$ cat config.mk
export PLATFORM = sky130hd
export DESIGN_NAME = adc_bus_ctrl
export DESIGN_NICKNAME = d
export VERILOG_FILES = /design/src/rtl/adc_ctrl_pkg.sv /design/src/rtl/adc_sync.sv /design/src/rtl/adc_start_qual.sv /design/src/rtl/adc_conv_seq.sv /design/src/rtl/adc_read_port.sv /design/src/rtl/adc_bus_ctrl.sv
export SDC_FILE = /design/constraint.sdc
export NUM_CORES = 1
export LEC_CHECK = 0
export ABC_AREA = 1
export BUFFER_PORTS_ARGS = -buffer_cell sky130_fd_sc_hd__buf_2
export CAP_MARGIN = 25
export CORE_MARGIN = 8
export CORE_UTILIZATION = 40
export CTS_BUF_LIST = sky130_fd_sc_hd__clkbuf_4
export CTS_CLUSTER_DIAMETER = 80
export CTS_CLUSTER_SIZE = 30
export DETAILED_ROUTE_END_ITERATION = 16
export PLACE_DENSITY = 0.64
export SLEW_MARGIN = 20
export SYNTH_ARGS = -nofsm -noshare
export SYNTH_HDL_FRONTEND = slang
export SYNTH_HIERARCHICAL = 1
export SYNTH_SLANG_ARGS = --single-unit
$ cat constraint.sdc
create_clock -name clk -period 1.7 [get_ports clk]
set_clock_uncertainty 0.05 [all_clocks]
set_input_delay 0.085 -clock clk [delete_from_list [all_inputs] [get_ports clk]]
set_output_delay 0.085 -clock clk [all_outputs]
set_load 0.02 [all_outputs]
$ cat src/rtl/adc_ctrl_pkg.sv
package adc_ctrl_pkg;

  // Sequencer phase
  typedef enum logic [1:0] {
    PH_IDLE = 2'd0,
    PH_ARM  = 2'd1,
    PH_CONV = 2'd2
  } phase_e;

  // Convert a time in ns to clock cycles, rounded up
  function automatic int unsigned ns_to_cyc(input int unsigned ns,
                                            input int unsigned mhz);
    return (ns * mhz + 999) / 1000;
  endfunction

  // Width of a counter that must hold the value n
  function automatic int unsigned cnt_w(input int unsigned n);
    return (n < 2) ? 1 : $clog2(n + 1);
  endfunction

endpackage

$ cat src/rtl/adc_sync.sv
module adc_sync #(
  parameter int          W       = 3,
  parameter int          STAGES  = 2,
  parameter logic [W-1:0] RST_VAL = '0
) (
  input  logic         clk,
  input  logic         rst_n,
  input  logic [W-1:0] d,
  output logic [W-1:0] q
);

  logic [W-1:0] stg [STAGES];

  generate
    for (genvar i = 0; i < STAGES; i++) begin : g_stage
      if (i == 0) begin : g_first
        always_ff @(posedge clk or negedge rst_n) begin
          if (!rst_n) stg[0] <= RST_VAL;
          else        stg[0] <= d;
        end
      end else begin : g_next
        always_ff @(posedge clk or negedge rst_n) begin
          if (!rst_n) stg[i] <= RST_VAL;
          else        stg[i] <= stg[i-1];
        end
      end
    end
  endgenerate

  assign q = stg[STAGES-1];

endmodule

$ cat src/rtl/adc_start_qual.sv
module adc_start_qual #(
  parameter int SETUP_CYC = 7
) (
  input  logic clk,
  input  logic rst_n,
  input  logic rc_s,
  input  logic sel_s,
  input  logic hb_s,
  output logic fall_evt,
  output logic setup_ok
);
  import adc_ctrl_pkg::*;

  localparam int CW = cnt_w(SETUP_CYC);

  logic          rc_q;
  logic [CW-1:0] quiet_run;

  // previous synchronized read/convert level
  always_ff @(posedge clk or negedge rst_n) begin
    if (!rst_n) rc_q <= 1'b1;
    else        rc_q <= rc_s;
  end

  // run of cycles with select asserted and byte select low, saturating
  always_ff @(posedge clk or negedge rst_n) begin
    if (!rst_n)
      quiet_run <= '0;
    else if (sel_s || hb_s)
      quiet_run <= '0;
    else if (quiet_run != CW'(SETUP_CYC))
      quiet_run <= quiet_run + 1'b1;
  end

  assign fall_evt = rc_q & ~rc_s;
  assign setup_ok = (quiet_run == CW'(SETUP_CYC));

endmodule

$ cat src/rtl/adc_conv_seq.sv
module adc_conv_seq #(
  parameter int DATA_W   = 12,
  parameter int LOW_CYC  = 10,
  parameter int CONV_CYC = 675
) (
  input  logic              clk,
  input  logic              rst_n,
  input  logic              fall_evt,
  input  logic              setup_ok,
  input  logic              rc_s,
  input  logic              sel_s,
  input  logic              hb_s,
  input  logic [DATA_W-1:0] sample_in,
  output logic              busy_n,
  output logic              go_evt,
  output logic              start_evt,
  output logic              done_evt,
  output logic [DATA_W-1:0] held,
  output logic [DATA_W-1:0] result
);
  import adc_ctrl_pkg::*;

  localparam int LW = cnt_w(LOW_CYC);
  localparam int KW = cnt_w(CONV_CYC);

  phase_e        ph;
  logic [LW-1:0] low_cnt;
  logic [KW-1:0] conv_cnt;
  logic          arm_abort;

  assign go_evt    = (ph == PH_IDLE) & fall_evt & setup_ok & ~sel_s & ~hb_s;
  assign arm_abort = (ph == PH_ARM) & rc_s;
  assign start_evt = (ph == PH_ARM) & ~rc_s & (low_cnt == LW'(LOW_CYC - 1));
  assign done_evt  = (ph == PH_CONV) & (conv_cnt == KW'(CONV_CYC - 1));
  assign busy_n    = (ph != PH_CONV);

  always_ff @(posedge clk or negedge rst_n) begin
    if (!rst_n) begin
      ph       <= PH_IDLE;
      low_cnt  <= '0;
      conv_cnt <= '0;
    end else begin
      unique case (ph)
        PH_IDLE: if (go_evt) begin
          ph      <= PH_ARM;
          low_cnt <= LW'(1);
        end
        PH_ARM: begin
          if (arm_abort)      ph <= PH_IDLE;
          else if (start_evt) begin
            ph       <= PH_CONV;
            conv_cnt <= '0;
          end else            low_cnt <= low_cnt + 1'b1;
        end
        PH_CONV: begin
          if (done_evt) ph <= PH_IDLE;
          else          conv_cnt <= conv_cnt + 1'b1;
        end
        default: ph <= PH_IDLE;
      endcase
    end
  end

  // sample capture at start, result commit at expiry
  always_ff @(posedge clk or negedge rst_n) begin
    if (!rst_n) begin
      held   <= '0;
      result <= '0;
    end else begin
      if (start_evt) held   <= sample_in;
      if (done_evt)  result <= held;
    end
  end

endmodule

$ cat src/rtl/adc_read_port.sv
module adc_read_port #(
  parameter int DATA_W = 12,
  parameter int BYTE_W = 8
) (
  input  logic              rc_s,
  input  logic              sel_s,
  input  logic              hb_s,
  input  logic              busy_n,
  input  logic [DATA_W-1:0] result,
  output logic              data_oe,
  output logic [DATA_W-1:0] data_out
);

  localparam int HI_W = DATA_W - BYTE_W;

  logic [DATA_W-1:0] view;

  assign data_oe = rc_s & ~sel_s & busy_n;

  always_comb begin
    if (hb_s) begin
      view           = '0;
      view[HI_W-1:0] = result[DATA_W-1:BYTE_W];
    end else begin
      view = result;
    end
  end

  assign data_out = data_oe ? view : '0;

endmodule

$ cat src/rtl/adc_bus_ctrl.sv
module adc_bus_ctrl #(
  parameter int CLK_MHZ     = 250,
  parameter int CONV_NS     = 2700,
  parameter int LOW_NS      = 40,
  parameter int SETUP_NS    = 25,
  parameter int DATA_W      = 12,
  parameter int BYTE_W      = 8,
  parameter int SYNC_STAGES = 2
) (
  input  logic              clk,
  input  logic              rst_n,
  input  logic              sel_n,
  input  logic              rd_cnv,
  input  logic              byte_hi,
  input  logic [DATA_W-1:0] sample_in,
  output logic              busy_n,
  output logic              data_oe,
  output logic [DATA_W-1:0] data_out
);
  import adc_ctrl_pkg::*;

  localparam int CONV_CYC  = ns_to_cyc(CONV_NS, CLK_MHZ);
  localparam int LOW_CYC   = ns_to_cyc(LOW_NS, CLK_MHZ);
  localparam int SETUP_CYC = ns_to_cyc(SETUP_NS, CLK_MHZ);

  // synchronized controls: [2] read/convert, [1] select, [0] byte select
  logic [2:0]        ctl_s;
  logic              rc_s, sel_s, hb_s;
  logic              fall_evt, setup_ok;
  logic              go_evt, start_evt, done_evt;
  logic [DATA_W-1:0] held_q, result_q;

  adc_sync #(
    .W      (3),
    .STAGES (SYNC_STAGES),
    .RST_VAL(3'b110)
  ) u_sync (
    .clk  (clk),
    .rst_n(rst_n),
    .d    ({rd_cnv, sel_n, byte_hi}),
    .q    (ctl_s)
  );

  assign rc_s  = ctl_s[2];
  assign sel_s = ctl_s[1];
  assign hb_s  = ctl_s[0];

  adc_start_qual #(
    .SETUP_CYC(SETUP_CYC)
  ) u_qual (
    .clk     (clk),
    .rst_n   (rst_n),
    .rc_s    (rc_s),
    .sel_s   (sel_s),
    .hb_s    (hb_s),
    .fall_evt(fall_evt),
    .setup_ok(setup_ok)
  );

  adc_conv_seq #(
    .DATA_W  (DATA_W),
    .LOW_CYC (LOW_CYC),
    .CONV_CYC(CONV_CYC)
  ) u_seq (
    .clk      (clk),
    .rst_n    (rst_n),
    .fall_evt (fall_evt),
    .setup_ok (setup_ok),
    .rc_s     (rc_s),
    .sel_s    (sel_s),
    .hb_s     (hb_s),
    .sample_in(sample_in),
    .busy_n   (busy_n),
    .go_evt   (go_evt),
    .start_evt(start_evt),
    .done_evt (done_evt),
    .held     (held_q),
    .result   (result_q)
  );

  adc_read_port #(
    .DATA_W(DATA_W),
    .BYTE_W(BYTE_W)
  ) u_read (
    .rc_s    (rc_s),
    .sel_s   (sel_s),
    .hb_s    (hb_s),
    .busy_n  (busy_n),
    .result  (result_q),
    .data_oe (data_oe),
    .data_out(data_out)
  );

endmodule

==> results of run 1 <==
-- final timing paths --
kind / endpoint / slack [ps] / cells past startpoint
worst max-delay path: data_oe / 80 / 4
worst min-delay path: u_seq/conv_cnt[6] / 160 / 2
worst max register to register: u_seq/conv_cnt[8] / 140 / 9
worst min register to register: u_sync/q[2] / 320 / 0
max in group asynchronous: u_seq/result[9] / 930 / 3
min in group clk: u_sync/stg[5] / 300 / 2
-- sequential cells by signal, summed over array words and instances, names as in the netlist --
signal,cells
u_seq/held,12
u_seq/ph,2
u_qual/rc_q,1
u_seq/conv_cnt,10
u_seq/result,12
u_seq/low_cnt,4
u_sync/stg,3
u_sync/q,3
u_qual/quiet_run,3
-- timing repair --
item / 4_1_cts / 5_1_grt
gates cloned: 0 / 0
endpoints found under the setup margin: 4 / 15
gates resized for setup: 0 / 14
buffers inserted: 2 / 2
hold buffers: 16 / 0
endpoints found under the hold margin: 37 / 0
pin swaps: 0 / 1
-- where the power goes --
group	internal, mW	switching (mW)	leakage, nW
clock network	0.176	0.422	0.0362
logic	0.0553	0.0501	0.982
registers	1.21	0.0117	0.612
-- critical path: stages, from the launching register on --
cell                      delay, ps
sky130_fd_sc_hd__dfstp_2        620
sky130_fd_sc_hd__nand2_2         80
sky130_fd_sc_hd__nor2_4         150
sky130_fd_sc_hd__buf_4          120
sky130_fd_sc_hd__buf_2          150
-- metal layers --
layer,track usage,wire length [um],vias to the layer above,part of all wire
met5,0,0,-,0
met4,0.04941,76,0,0.015
met3,0.02205,137,7,0.027
met2,0.2094,2367,30,0.46
met1,0.1588,2554,952,0.50
li1,-,-,1084,-
-- cell usage in the layout, fill, tap and decap left out, drive strengths merged, types with 6 or more instances in the layout --
cell type    count
buf             39
dfrtp           45
dlygate4sd3     16
ha               6
inv             33
nand2          147
nand3           25
nand4            6
nor2            33
-- through the flow --
step           power (mW)  instance area [um^2]
5_1_grt             2.011                  3009
6_report            1.921                  3009
2_1_floorplan       1.265                  2509
3_3_place_gp        1.310                  2718
4_1_cts             1.948                  2957
3_5_place_dp        1.311                  2718
-- cell type report --
| class | count | area share |
|---|---|---|
| Inverter | 31 | 0.04116 |
| Tap cell | 77 | 0.03202 |
| Multi-Input combinational cell | 228 | 0.3518 |
| Timing Repair Buffer | 55 | 0.1356 |
| Clock buffer | 5 | 0.01247 |
| Clock inverter | 3 | 0.008732 |
| Sequential cell | 50 | 0.4183 |
==> summary by stage, run 1 <==
Timing
The hold violation count in the final report is 0. Setup repair after global routing could not meet its margin everywhere. The post-route worst setup slack is roughly 78 ps. The clock period could shrink to ~1600 ps.

The slew of the pin with the lowest slew margin is between 500 and 600 ps. Measured against its own limit, the worst slew margin works out to 0.6379. The ratio of final minimum period to clock period is 0.9543. The setup TNS is 0 ps. The fmax is ~600 MHz. The post-route worst hold slack is 156.6 ps. Setup violations remaining at the end of the flow were counted as 0. The number of pins exceeding their max-slew limit in the final report is 0.

Route
Using the TritonRoute via totals, the vias-per-cell ratio works out to roughly 4.6. Before antenna repair, the detailed router went through 4 iterations. Dividing the detail-routed wire length by the instance count gives approximately 11 um.

Summing over every cut layer, the via total after detailed routing is about 2100. Wires add up to 5135 um. The number of routed nets with antenna violations is 0. In this run, the number of DRC markers left after iteration 0 of detailed routing was 134. After detailed routing, the number of remaining DRC violations is 0.

Placed design
The weighted congestion at the end of routability-driven global placement is a little over 0.8. Before CTS, the worst setup slack after placement is slightly below 100 ps. Counting tap cells, the placed design contains a total of around 420 instances. The HPWL after detailed placement is 3665 um. Input and output buffers added on the ports amount to 30.

Clock network
Clock-pin slew was measured on the worst setup and hold paths at 150 ps. The number of sinks on the clock net is 50. In this run the clock root is driven by a sky130_fd_sc_hd__clkbuf_4. Counting along the longest clock path gives a buffer depth of 2. TritonCTS built the clock tree. The latest clock arrival within the worst-skew pair is 380 ps. The H-tree was split into 2 levels. In this run, CTS created clock tree buffers numbering 5.

Critical path
The required time reported for the critical path endpoint is around 1600 ps. The largest fanout on the critical path is 5. The launching element type of the critical path is a register. The critical path start-end classification is reg2out. The most critical setup path has its startpoint at u_sync/q[2].

The worst setup path is captured at an output port. The data arrival time of the worst path is roughly 1500 ps. The startpoint of the worst register-to-register path is u_seq/conv_cnt[0].

Global routing
The largest net degree at the start of global routing is 29. The wire length of the first global-routing pass is just over 9000 um. The via count of the first global-routing pass is about 2100.

The total overflow left after global routing is 0. For this run, the total global-route usage over all layers was measured as 0.1259. The number of antenna violations at the first check in global routing was 0.

Synth
The number of warnings printed during yosys synthesis is 6. The synthesized cell area is ~0.0025 mm^2. When the netlist entered floorplanning its net count stood at 342.

Each instance of the synthesized netlist takes up on average approximately 7.9 um^2. The cell count after synthesis is about 320.

Final layout
The footprint of the flip-flops and latches is 0.001259 mm^2. The count of non-filler cells in the finished layout is 449. The layout has roughly 620 filler cells. In the final layout, the share of cells above drive strength 1 is 0.1989. The final core utilization is 0.4850. The number of antenna diodes in the final layout is 0. The post-synthesis to final-layout area growth is 19.95%. The multi-input combinational cells in the finished layout cover a total of roughly 0.0011 mm^2. The net count of the finished layout is approximately 390.

Job
The max-cap violation count is 0.

Floorplanning
The starting density of the core is 0.4043. The floorplan step defined a die boundary enclosing between 0.009 and 0.01 mm^2. The floorplan has 29 rows. In this run the horizontal extent of the chip is about 95 um. The core footprint is ~0.0062 mm^2. In this run the vertical extent of the chip is roughly 95 um.

Pin placement for this block handled 31 I/O pins.

Pwr
Dividing total power by cell area gives a power density of 638.2 mW/mm^2. For this design the static power due to leakage is 1.631 nW. The peak supply drop is 283.6 uV.

Status
The flow ran to the end, and the final reports show no timing, DRC or antenna violations.

Worst hold path
The class of the worst hold path is in2async.
Note: power is estimated with default switching activity, not from simulation.
==> run 2, diff against run 1 <==
--- a/config.mk
+++ b/config.mk
@@ -8,12 +8,14 @@
 export ABC_AREA = 1
 export BUFFER_PORTS_ARGS = -buffer_cell sky130_fd_sc_hd__buf_2
 export CAP_MARGIN = 25
+export CORE_ASPECT_RATIO = 1.5
 export CORE_MARGIN = 8
 export CORE_UTILIZATION = 40
 export CTS_BUF_LIST = sky130_fd_sc_hd__clkbuf_4
 export CTS_CLUSTER_DIAMETER = 80
 export CTS_CLUSTER_SIZE = 30
 export DETAILED_ROUTE_END_ITERATION = 16
+export GPL_ROUTABILITY_DRIVEN = 0
 export PLACE_DENSITY = 0.64
 export SLEW_MARGIN = 20
 export SYNTH_ARGS = -nofsm -noshare
==> summary by stage, run 2 (same netlist as run 1, synthesis figures left out) <==
Status
The run finished with clean final reports.

Global routing
For this run, the total global-route usage over all layers was measured as 0.1237. The total grt overflow is 0. Entering global routing, the biggest net connects 51 pins. The first global-routing pass estimated a little over 9000 um of wire. The number of antenna violations at the first check in global routing is 0. The via count of the first global-routing pass was between 2000 and 2500.

Route
After detailed routing, no signal wire sits above met4. After the first detailed-routing iteration, the DRC count stood at between 100 and 150. Wires add up to 5173 um. In the routed design, unresolved DRC markers number 0. The number of search-and-repair iterations in the first detailed-routing pass is 5.

The per-cell via count in the routed design is between 4 and 5. The total number of vias is between 2000 and 2500. The number of routed nets with antenna violations is 0. The detailed-routed wire length on met3 is between 200 and 250 um. The length of routed wiring on met1 is around 2100 um.

The average wire length per cell after detail routing is between 10 and 15 um. The met2 wire length is approximately 2700 um.

Pwr
In this run the power density over the cells is roughly 660 mW/mm^2. The cell leakage power is ~1.6 nW. The sum of internal, switching and leakage power is 2.020 mW.

The peak supply drop is between 300 and 400 uV.

Placed design
The cell count after placement is ~420. Detailed placement ended at an HPWL of around 3800 um. Prior to clock tree synthesis, the placed netlist has a worst setup slack of roughly 110 ps.

During placement, the flow inserted port buffers numbering 30.

Critical path
The capturing point of the worst reg2reg path is u_seq/result[8]. Among all stages on the critical path, the largest delay is contributed by sky130_fd_sc_hd__dfstp_2. The worst setup path is captured at an output port. The critical path start-end classification is reg2out. Measured in cells, the most critical reg-to-reg path has a length of 10. The critical path contains buffers and inverters numbering 2 combined. The minimum setup slack among reg-to-reg paths is around 150 ps. The launching element type of the critical path is a register.

The cell family with the largest share of critical-path delay is flip-flops. The required time reported for the critical path endpoint is ~1600 ps. In this design, the stage delay of the slowest critical-path cell is between 600 and 700 ps. The critical path goes through nand2_2 -> nor2_4 -> nand2_1 -> inv_1 -> buf_6. For the worst setup path, the data arrival time is ~1500 ps. The largest fanout on the critical path is 6. The startpoint of the worst register-to-register path is u_seq/conv_cnt[0]. In this run the number of cells on the critical path is 5.

Worst hold path
The class of the worst hold path is in2async.

Final layout
The count of non-filler cells in the finished layout is 445. The footprint of the flip-flops and latches is 0.001259 mm^2. The largest registers in the layout are u_seq/held (12), u_seq/result (12), u_seq/conv_cnt (10). The area growth from synthesis to layout is 21.30%. In the final layout, the share of cells above drive strength 1 is 0.1968. The library cells used most frequently in the layout, excluding fill and tap cells, are sky130_fd_sc_hd__nand2_1 (141), sky130_fd_sc_hd__dfrtp_1 (44), sky130_fd_sc_hd__nor2_1 (28), sky130_fd_sc_hd__inv_1 (25), sky130_fd_sc_hd__nand3_1 (25). The area used by multi-input combinational logic is between 0.001 and 0.0015 mm^2. The antenna diode count is 0.

The number of fill cells in the layout is 620. The most common cell after layout, fill and taps aside is sky130_fd_sc_hd__nand2_1. The net count of the finished layout is approximately 390.

Floorplanning
In this run the count of I/O pins placed on the die edge is 31. The floorplan step defined a die boundary enclosing roughly 0.0091 mm^2. The initial utilization of the core area, before any placement, comes to 0.4121.

The floorplan has 35 rows. The floorplan die width is ~81 um. In this run the vertical extent of the chip is approximately 110 um. The core footprint is roughly 0.0061 mm^2.

Timing
The setup TNS is 0 ps. The post-route worst setup slack is between 70 and 80 ps. Static timing analysis puts the maximum clock frequency at 616.1 MHz. For the pin with the worst max-slew slack, the measured transition is between 400 and 500 ps. The number of pins exceeding their max-slew limit in the final report is 0. Of the available clock period, the critical path in the final layout requires 0.9548. The worst pin sits at a relative slew slack of 0.6946. The clock period minus final worst setup slack is roughly 1600 ps. The hold violation count in the final report is 0. Setup violations remaining at the end of the flow were counted as 0.

Setup repair after global routing could not meet its margin everywhere.

Clock network
In this run the number of H-tree levels came out at 2. The worst-case clock buffer depth is 2. The tree is rooted in a sky130_fd_sc_hd__clkbuf_4. The total clock buffers created by CTS is 5.

The TritonCTS clock tree is yes. The number of sinks on the clock net is 50. Clock-pin slew was measured on the worst setup and hold paths at around 140 ps. The clock reaches the later pin of the worst-skew pair after around 360 ps.

Job
The max-cap violation count is 0.
==> run 2: per-layer routing <==
layer | GRT usage | vias up
met3 | 0.02937 | 14
met2 | 0.2111 | 33
met1 | 0.1342 | 944
li1 | - | 1080
met4 | 0.06946 | 0
met5 | 0 | -
==> run 2: stage by stage <==
| step | instance area [um^2] | hold WS [ps] | utilization |
|---|---|---|---|
| CTS | 2964 | 164.3 | 0.4869 |
| global placement | 2721 | 43.78 | 0.4471 |
| finish | 3043 | 175.4 | 0.4999 |
| floorplan | 2509 | -260.6 | - |
| detailed placement | 2721 | 45.05 | 0.4471 |
| global route | 3043 | 197.6 | 0.4999 |
==> run 2: power breakdown <==
part           leakage [nW]  switching, mW  total (mW)  internal (mW)
logic                 0.963         0.0521       0.105         0.0533
registers             0.612         0.0122        1.22           1.21
clock network        0.0419          0.371       0.697          0.327
==> run 2: layout make-up <==
type,instances,area share
flip-flops and latches,50,0.4137
multi-input cells,228,0.3507
repair buffers,54,0.1357
clock buffers,6,0.01480
clock inverters,2,0.01234
well taps,74,0.03043
inverters,31,0.04235
==> run 2: worst max path at each step <==
stage / slack, ps / to / from
2_1_floorplan: 290 / u_seq/result[10] / u_seq/conv_cnt[0]
3_3_place_gp: 140 / u_seq/conv_cnt[7] / u_seq/low_cnt[0]
3_5_place_dp: 110 / u_seq/conv_cnt[7] / u_seq/low_cnt[0]
4_1_cts: 1 / data_out[5] / u_sync/q[2]
5_1_grt: -40 / data_out[0] / u_sync/q[2]
6_report: 80 / data_out[0] / u_sync/q[2]
==> run 2: worst min-delay path: cells and delay by family <==
family | cells | cell delay [ps]
buffers and inverters | 3 | 890
==> run 2: repair_timing <==
item                                    4_1_cts  5_1_grt
resized for setup                             0       21
endpoints found under the setup margin        0       28
hold buffers                                 16        0
endpoints found under the hold margin        65        0
buffers inserted                              0        2
